[src/rtl/sdr_rd_pkg.sv]
package sdr_rd_pkg;

  localparam logic [2:0] CMD_NOP  = 3'd0;
  localparam logic [2:0] CMD_READ = 3'd1;
  localparam logic [2:0] CMD_BST  = 3'd2;
  localparam logic [2:0] CMD_PRE  = 3'd3;

  // Bit 2 of the burst code selects the open-ended page burst.
  function automatic logic code_is_page(input logic [2:0] code);
    return code[2];
  endfunction

  // Fixed burst lengths are powers of two selected by the low bits.
  function automatic int code_beats(input logic [2:0] code);
    return 1 << code[1:0];
  endfunction

endpackage

[src/rtl/rdp_issue.sv]
module rdp_issue
  import sdr_rd_pkg::*;
#(
  parameter int COL_W = 9
) (
  input  logic             clk,
  input  logic             rst,
  input  logic [2:0]       cmd,
  input  logic [2:0]       burst_code,
  output logic             iss_vld,
  output logic [COL_W-1:0] iss_beat
);

  logic             run_q;
  logic             page_q;
  logic [COL_W-1:0] pos_q;
  logic [COL_W-1:0] last_q;
  logic             is_read;
  logic             is_cut;

  assign is_read = (cmd == CMD_READ);
  assign is_cut  = (cmd == CMD_BST) || (cmd == CMD_PRE);

  // Beat slot at command time; the latency pipe shifts it to the bus.
  always_comb begin
    iss_vld  = 1'b0;
    iss_beat = '0;
    if (is_read) begin
      iss_vld = 1'b1;
    end else if (!is_cut && run_q) begin
      iss_vld  = 1'b1;
      iss_beat = pos_q;
    end
  end

  always_ff @(posedge clk) begin
    if (rst) begin
      run_q  <= 1'b0;
      page_q <= 1'b0;
      pos_q  <= '0;
      last_q <= '0;
    end else if (is_read) begin
      page_q <= code_is_page(burst_code);
      last_q <= COL_W'(code_beats(burst_code) - 1);
      pos_q  <= COL_W'(1);
      run_q  <= code_is_page(burst_code) || (code_beats(burst_code) > 1);
    end else if (is_cut) begin
      run_q <= 1'b0;
    end else if (run_q) begin
      pos_q <= pos_q + 1'b1;
      if (!page_q && pos_q == last_q) run_q <= 1'b0;
    end
  end

  p_pos_in_burst_r2: assert property (@(posedge clk) disable iff (rst)
    (run_q && !page_q) |-> (pos_q <= last_q && pos_q != '0));

  p_cut_stops_r5: assert property (@(posedge clk) disable iff (rst)
    is_cut |=> !run_q);

endmodule

[src/rtl/rdp_lat_pipe.sv]
module rdp_lat_pipe #(
  parameter int W      = 10,
  parameter int MAX_CL = 3,
  localparam int SEL_W = $clog2(MAX_CL + 1)
) (
  input  logic             clk,
  input  logic             rst,
  input  logic [W-1:0]     in_word,
  input  logic [SEL_W-1:0] sel,
  output logic [W-1:0]     tap
);

  logic [MAX_CL-1:0][W-1:0] taps;

  generate
    for (genvar i = 0; i < MAX_CL; i++) begin : g_stg
      logic [W-1:0] q;
      if (i == 0) begin : g_head
        always_ff @(posedge clk) begin
          if (rst) q <= '0;
          else     q <= in_word;
        end
      end else begin : g_body
        always_ff @(posedge clk) begin
          if (rst) q <= '0;
          else     q <= g_stg[i-1].q;
        end
      end
      assign taps[i] = q;
    end
  endgenerate

  // Stage sel-1 was loaded sel-1 edges after the command edge.
  always_comb begin
    tap = '0;
    for (int i = 0; i < MAX_CL; i++) begin
      if (int'(sel) == i + 1) tap = taps[i];
    end
  end

  p_sel_legal_r1: assert property (@(posedge clk) disable iff (rst)
    (sel >= SEL_W'(1)) && (int'(sel) <= MAX_CL));

endmodule

[src/rtl/rdp_mask_dly.sv]
module rdp_mask_dly #(
  parameter int LANES = 2,
  parameter int DEPTH = 2
) (
  input  logic             clk,
  input  logic             rst,
  input  logic [LANES-1:0] mask_in,
  output logic [LANES-1:0] mask_out
);

  generate
    for (genvar i = 0; i < DEPTH; i++) begin : g_dly
      logic [LANES-1:0] q;
      if (i == 0) begin : g_head
        always_ff @(posedge clk) begin
          if (rst) q <= '0;
          else     q <= mask_in;
        end
      end else begin : g_body
        always_ff @(posedge clk) begin
          if (rst) q <= '0;
          else     q <= g_dly[i-1].q;
        end
      end
    end
  endgenerate

  assign mask_out = g_dly[DEPTH-1].q;

endmodule

[src/rtl/rdp_read_pipe.sv]
module rdp_read_pipe
  import sdr_rd_pkg::*;
#(
  parameter int LANES  = 2,
  parameter int COL_W  = 9,
  parameter int MAX_CL = 3,
  parameter int MASK_D = 2
) (
  input  logic             clk,
  input  logic             rst,
  input  logic [2:0]       cmd,
  input  logic             cas3,
  input  logic [2:0]       burst_code,
  input  logic [LANES-1:0] byte_mask,
  output logic             rd_valid,
  output logic [LANES-1:0] lane_valid,
  output logic [COL_W-1:0] beat_idx
);

  localparam int SEL_W  = $clog2(MAX_CL + 1);
  localparam int WORD_W = COL_W + 1;

  logic              iss_vld;
  logic [COL_W-1:0]  iss_beat;
  logic [WORD_W-1:0] tap_word;
  logic [SEL_W-1:0]  lat_sel;
  logic [LANES-1:0]  mask_aged;

  assign lat_sel = cas3 ? SEL_W'(3) : SEL_W'(2);

  rdp_issue #(.COL_W(COL_W)) issue_i (
    .clk       (clk),
    .rst       (rst),
    .cmd       (cmd),
    .burst_code(burst_code),
    .iss_vld   (iss_vld),
    .iss_beat  (iss_beat)
  );

  rdp_lat_pipe #(.W(WORD_W), .MAX_CL(MAX_CL)) lat_i (
    .clk    (clk),
    .rst    (rst),
    .in_word({iss_vld, iss_beat}),
    .sel    (lat_sel),
    .tap    (tap_word)
  );

  rdp_mask_dly #(.LANES(LANES), .DEPTH(MASK_D)) mask_i (
    .clk     (clk),
    .rst     (rst),
    .mask_in (byte_mask),
    .mask_out(mask_aged)
  );

  always_ff @(posedge clk) begin
    if (rst) begin
      rd_valid   <= 1'b0;
      beat_idx   <= '0;
      lane_valid <= '0;
    end else begin
      rd_valid   <= tap_word[COL_W];
      beat_idx   <= tap_word[COL_W-1:0];
      lane_valid <= tap_word[COL_W] ? ~mask_aged : '0;
    end
  end

  p_first_beat_cl2_r1: assert property (@(posedge clk) disable iff (rst)
    (cmd == CMD_READ && !cas3) |=> ##2 (rd_valid && beat_idx == '0));

  p_first_beat_cl3_r1: assert property (@(posedge clk) disable iff (rst)
    (cmd == CMD_READ && cas3) |=> ##3 (rd_valid && beat_idx == '0));

  p_beat_step_r3: assert property (@(posedge clk) disable iff (rst)
    (rd_valid && $past(rd_valid) && beat_idx != '0) |->
      (beat_idx == $past(beat_idx) + 1'b1));

  p_lane_age_r4: assert property (@(posedge clk) disable iff (rst)
    rd_valid |-> (lane_valid == ~$past(byte_mask, 3)));

  p_lane_idle_r4: assert property (@(posedge clk) disable iff (rst)
    !rd_valid |-> (lane_valid == '0));

  p_bst_cut_cl2_r5: assert property (@(posedge clk) disable iff (rst)
    (cmd == CMD_BST && !cas3) |=> ##2 !rd_valid);

  p_bst_cut_cl3_r5: assert property (@(posedge clk) disable iff (rst)
    (cmd == CMD_BST && cas3) |=> ##3 !rd_valid);

  p_pre_cut_cl2_r6: assert property (@(posedge clk) disable iff (rst)
    (cmd == CMD_PRE && !cas3) |=> ##2 !rd_valid);

  p_pre_cut_cl3_r6: assert property (@(posedge clk) disable iff (rst)
    (cmd == CMD_PRE && cas3) |=> ##3 !rd_valid);

  p_reset_clear_r9: assert property (@(posedge clk)
    rst |=> (!rd_valid && lane_valid == '0 && beat_idx == '0));

endmodule

[config.mk]
export PLATFORM = sky130hd
export DESIGN_NAME = rdp_read_pipe
export DESIGN_NICKNAME = d
export VERILOG_FILES = /design/src/rtl/sdr_rd_pkg.sv /design/src/rtl/rdp_issue.sv /design/src/rtl/rdp_lat_pipe.sv /design/src/rtl/rdp_mask_dly.sv /design/src/rtl/rdp_read_pipe.sv
export SDC_FILE = /design/constraint.sdc
export NUM_CORES = 1
export LEC_CHECK = 0
export ABC_AREA = 1
export CORE_MARGIN = 3
export CORE_UTILIZATION = 52
export CTS_BUF_LIST = sky130_fd_sc_hd__clkbuf_2
export CTS_CLUSTER_SIZE = 14
export DETAILED_ROUTE_END_ITERATION = 8
export PLACE_DENSITY_LB_ADDON = 0.3
export RECOVER_POWER = 100
export SETUP_SLACK_MARGIN = 0.3
export SLEW_MARGIN = 40
export SYNTH_ARGS = -nofsm -noshare
export SYNTH_HDL_FRONTEND = slang
export SYNTH_SLANG_ARGS = --single-unit
[constraint.sdc]
create_clock -name clk -period 1.45 [get_ports clk]
set_input_delay 0.145 -clock clk [delete_from_list [all_inputs] [get_ports clk]]
set_output_delay 0.145 -clock clk [all_outputs]
set_load 0.02 [all_outputs]
==> reports/metrics.csv, run 1 <==
metric,value,unit
CTS tree,yes,
Mapped Area,2187,sq um
final WL,3598,microns
htree depth,3,
Total Power,2.973,mW
DRC violations left,0,
Die Area,5020,sq um
Max Cap Viol,0,
n_diodes,0,
Cells after Synth,262,
Synth Register Bits,63,
Synth Area per Inst,8.348,sq um
Final period util,0.8617,
Arrival @ worst endpoint,1.59,ns
Setup crit start,issue_i.pos_q[0]$_SDFFE_PP0P_,
vias in the first global route,1474,
fmax,800.4,MHz
PortBufs,22,
status,completed,
Power Dens Cells,1164,nW/um^2
Iteration-0 DRC Markers,80,
layout cells sized above 1,0.1628,
clk_lat worst skew,0.46,ns
Starting Density,0.5675,
Netlist cell types,31,
CP Data Required Time,1.79,ns
VDD IR max,684.1,uV
Mapped Nets,275,
WL per Instance,10.31,microns
CTS buffer count,9,
DR vias/cell,4.668,
sequential share of the synthesized area,0.5767,
Worst setup EP type,flop,
final worst setup slack,0.2006,ns
Worst Skew,0.01740,ns
slew of the pin with the lowest slew margin,0.4718,ns
routed vias,1629,
Hold Crit Start,byte_mask[1],
setup TNS,0,ns
relative slew slack,0.6855,
worst-case clock buffer depth,2,
Detailed Place HPWL,2437,microns
Final nets,309,
# IOs,23,
Critical R2R Launch,issue_i.pos_q[0]$_SDFFE_PP0P_,
crit path kind,flop to flop,
CTS Sinks,63,
gpl congestion,0.8455,
worst min path class,primary input to flop,
FP Rows,22,
die height,70.86,microns
Finish-stage setup viols,0,
antenna violations before repair,0,
Ys Warns,0,
gr ovfl total,0,
drt pass-1 iters,4,
post-route minimum period,1.249,ns
Root Driver,clkbuf_2,
RSZ-0062 raised after global routing,yes,
CP Launch Type,flop,
static leakage,1.105,nW
final count of hold timing violations,0,
final antenna-violating net count,0,
Overall Global Routing Usage,0.1536,
Worst Path Max Fanout,5,
"Slew Viols, Final",0,
Worst-path clk slew,0.16,ns
global-route wire length before repair,6044,microns
DIE WIDTH,70.86,microns
Post-Place Setup Slack,0.04123,ns
Core ar.,3854,sq um
Layout area overhead,16.82,%
largest net degree at the start of global routing,19,
==> synth_stat cells (all sizes together) <==
master | n | area (sq um)
inv | 48 | 187.7
a22o | 1 | 8.760
a21oi | 13 | 65.06
nand2 | 40 | 175.2
nand3b | 1 | 20.02
o21ai | 14 | 70.06
clkinv | 1 | 3.750
nand3 | 12 | 70.07
nor2 | 54 | 212.7
clkbuf | 3 | 12.51
xor2 | 1 | 8.760
ha | 2 | 25.02
nor3 | 3 | 26.28
buf | 2 | 12.51
dfxtp | 63 | 1261
or2 | 1 | 6.260
o22ai | 1 | 6.260
o21bai | 1 | 7.510
a211oi | 1 | 7.510
==> report_power, final <==
part	total, mW	internal, mW	switching (mW)
clock	1.02	0.399	0.618
combinational	0.179	0.0739	0.105
sequential	1.78	1.76	0.0152
total	2.97	2.24	0.738
==> logic make-up (layout without fill, tap and decap cells) <==
family | after synthesis | count (layout) | synth area share
compound gates | 31 | 31 | 0.07552
xor+xnor | 1 | 1 | 0.004005
fa+ha+maj | 2 | 2 | 0.01144
buf+inv | 54 | 93 | 0.09897
flops | 63 | 63 | 0.5767
simple gates | 111 | 111 | 0.2334
==> stage by stage <==
step	instance area, sq um	hold slack, ns	utilization	instances
finish	2555	0.1893	0.6630	349
global route	2555	0.1692	0.6630	349
CTS	2540	0.1612	0.6591	348
detailed placement	2480	0.3798	0.6435	332
global placement	2480	0.3690	0.6435	332
floorplan	2187	0.2520	-	262
==> cell usage in the layout (no fill, tap or decap), types with 2 or more instances in the layout <==
cell type,count
dfxtp_1,59
nor2_1,53
inv_1,45
nand2_1,38
o21ai_0,13
a21oi_1,13
clkbuf_2,10
nand3_1,9
clkdlybuf4s50_1,9
buf_2,9
buf_4,6
dfxtp_2,3
clkinv_2,3
clkbuf_1,3
nand3_2,2
==> layout make-up <==
class	instances	area [sq um]
inverter	49	191.4
tap	48	60.06
timing repair buffer	28	201.4
multi-input combinational	145	721.9
fill	338	1299
clock buffer	10	50.05
clock inverter	6	61.31
sequential	63	1269
==> path summary, 6_finish.rpt <==
kind | end | slack (ns) | cells past startpoint
setup / recovery | issue_i.pos_q[6]$_SDFFE_PP0P_ | 0.20 | 6
hold / removal | mask_i.g_dly[0].q[1]$_SDFF_PP0_ | 0.19 | 3
setup reg to reg | issue_i.pos_q[6]$_SDFFE_PP0P_ | 0.20 | 6
hold reg to reg | lane_valid[1]$_SDFF_PP0_ | 0.40 | 1
==> worst max-delay path: stages (launching register included) <==
cell and delay [ns]:
dfxtp_1 0.50, ha_4 0.18, nand3_4 0.09, nor2_4 0.18, nand2_1 0.07, nand2_1 0.06
a21oi_1 0.06
==> state kept, by name (all words and copies together) (netlist names) <==
name and flops:
mask_i.mask_out 2, issue_i.page_q 1, rd_valid 1, issue_i.run_q 1
issue_i.pos_q 9, lat_i.g_stg.q 30, issue_i.last_q 6, mask_i.g_dly.q 2
lane_valid 2, beat_idx 9
==> metal layers <==
metal | up-vias | wire length (microns) | share of wire | track usage
met3 | 8 | 194 | 0.054 | 0.04119
li1 | 862 | - | - | -
met2 | 35 | 1668 | 0.46 | 0.2513
met5 | - | 0 | 0 | 0
met4 | 0 | 72 | 0.020 | 0.1044
met1 | 724 | 1662 | 0.46 | 0.1743
==> repair_timing <==
item / CTS / global route
gates cloned: 0 / 0
buffers inserted: 0 / 1
hold buffers: 0 / 0
resized for setup: 49 / 15
setup endpoints to repair: 15 / 9
pin swaps: 0 / 3
(Power assumes the default switching activity.)
==> run 2: changes to the inputs <==
SETUP_SLACK_MARGIN = 0.05   (was 0.3)
==> reports/metrics.csv, run 2 (synthesized netlist as in run 1, its figures left out) <==
metric,value,unit
routed vias,1626,
largest net degree at the start of global routing,19,
RR Endpoint,issue_i.pos_q[5]$_SDFFE_PP0P_,
Pint,2.236,mW
setup bufs post-CTS,0,
RSZ-0062 raised after global routing,no,
hold path depth,3,
final antenna-violating net count,0,
Top reg by flops,lat_i.g_stg.q,
Hold Crit Start,byte_mask[1],
setup TNS,0,ns
Worst-path clk slew,0.17,ns
CP cell instances,dlygate4sd2_1,
clk_lat worst skew,0.46,ns
DR vias/cell,4.672,
Total Power,2.965,mW
Critical R2R Launch,issue_i.run_q$_SDFF_PP0_,
CTS tree,yes,
clock power share,0.342,
Worst setup EP type,output port,
worst min path class,primary input to flop,
worst-case clock buffer depth,2,
worst path buffer plus inverter count,1,
layout cells sized above 1,0.09333,
Arrival @ worst endpoint,1.13,ns
final count of hold timing violations,0,
Comb pwr share,0.059,
die height,70.86,microns
fmax,785.8,MHz
crit path kind,flop to output port,
crit-path max cell delay,0.34,ns
CP Data Required Time,1.31,ns
VDD IR max,710.5,uV
Finish-stage setup viols,0,
relative slew slack,0.5868,
drt pass-1 iters,4,
most frequent cells in the layout,"dfxtp_1 (63), nor2_1 (52), inv_1 (45), nand2_1 (39), o21ai_0 (14)",
Seq pwr share,0.599,
gpl congestion,0.8455,
Power Dens Cells,1174,nW/um^2
"most common cell after layout, fill and taps aside",dfxtp_1,
switching power,0.7287,mW
# IOs,23,
global-route wire length before repair,6044,microns
CP Launch Type,flop,
htree depth,3,
CTS Sinks,63,
DIE WIDTH,70.86,microns
sw frac,0.2458,
Die Area,5020,sq um
antenna violations before repair,0,
"delay-heaviest family, CP",flip-flops,
n_diodes,0,
reg2reg path depth,6,
Max Cap Viol,0,
PortBufs,22,
Fillers,338,
vias in the first global route,1474,
Starting Density,0.5675,
largest registers,"lat_i.g_stg.q (30), beat_idx (9), issue_i.pos_q (9)",
Final period util,0.8777,
final WL,3434,microns
"Slew Viols, Final",0,
Hold Slack,0.1858,ns
gr ovfl total,0,
post-route minimum period,1.273,ns
Detailed Place HPWL,2437,microns
CTS buffer count,9,
Worst Skew,0.01431,ns
Final nets,308,
Root Driver,clkbuf_2,
Layout area overhead,15.45,%
WL per Instance,9.868,microns
number of flip-flops under the largest register name,30,
Hold EP,mask_i.g_dly[0].q[1]$_SDFF_PP0_,
slowest CP cell,dfxtp_1,
static leakage,1.101,nW
status,completed,
Worst Path Max Fanout,1,
slack of the worst reg-to-reg path,0.22,ns
Overall Global Routing Usage,0.1536,
Core ar.,3854,sq um
DRC violations left,0,
Iteration-0 DRC Markers,79,
slew of the pin with the lowest slew margin,0.6198,ns
FP Rows,22,
## run 2: changes by cell type in the layout (fill, tap and decap cells not counted), sizes merged
cell and change:
clkinvlp +1, buf -13, inv -1, dlygate4sd2 +12
## run 2: layout make-up
type / instances / area (sq um) / area share
clock buffers: 10 / 50.05 / 0.01982
clock inverters: 6 / 61.31 / 0.02428
repair buffers: 27 / 231.5 / 0.09167
inverters: 49 / 190.2 / 0.07532
flip-flops and latches: 63 / 1261 / 0.4995
well taps: 48 / 60.06 / 0.02379
multi-input cells: 145 / 670.6 / 0.2656
## run 2: routing by layer
| metal | part of all wire | up-vias | global-route usage |
|---|---|---|---|
| met5 | 0 | - | 0 |
| met4 | 0.028 | 0 | 0.1044 |
| met3 | 0.064 | 10 | 0.04119 |
| met2 | 0.45 | 47 | 0.2513 |
| met1 | 0.46 | 709 | 0.1743 |
| li1 | - | 860 | - |
## run 2: power by group through the flow
stage               registers, mW  logic, mW  clock network [mW]
detailed placement           1.81      0.198                   0
global route                 1.78      0.196                1.11
CTS                          1.78      0.189                1.03
floorplan                    1.83     0.0975                   0
global placement             1.81      0.195                   0
finish                       1.78      0.176                1.01
## run 2: what timing repair did
item                                   4_1_cts  5_1_grt
resized for setup                           12        0
hold buffers                                 0        0
endpoints found under the hold margin        0        0
setup endpoints to repair                   12        0
## run 2: through the flow
stage / cells / utilization / area, sq um / setup WS [ns]
finish: 348 / 0.6552 / 2525 / 0.1774
global route: 348 / 0.6552 / 2525 / 0.06355
CTS: 348 / 0.6685 / 2576 / 0.1425
detailed placement: 332 / 0.6435 / 2480 / 0.04123
global placement: 332 / 0.6435 / 2480 / 0.09578
floorplan: 262 / - / 2187 / 0.3662
## run 2: worst max-delay path by stage
stage	endpoint	cells after the start	startpoint
after floorplan	issue_i.pos_q[4]$_SDFFE_PP0P_	5	issue_i.pos_q[0]$_SDFFE_PP0P_
after global placement	lane_valid[1]$_SDFF_PP0_	5	rst
after detailed placement	lane_valid[0]$_SDFF_PP0_	5	rst
after CTS	beat_idx[6]	1	beat_idx[6]$_SDFF_PP0_
after global routing	issue_i.pos_q[5]$_SDFFE_PP0P_	6	issue_i.run_q$_SDFF_PP0_
final	beat_idx[4]	1	beat_idx[4]$_SDFF_PP0_
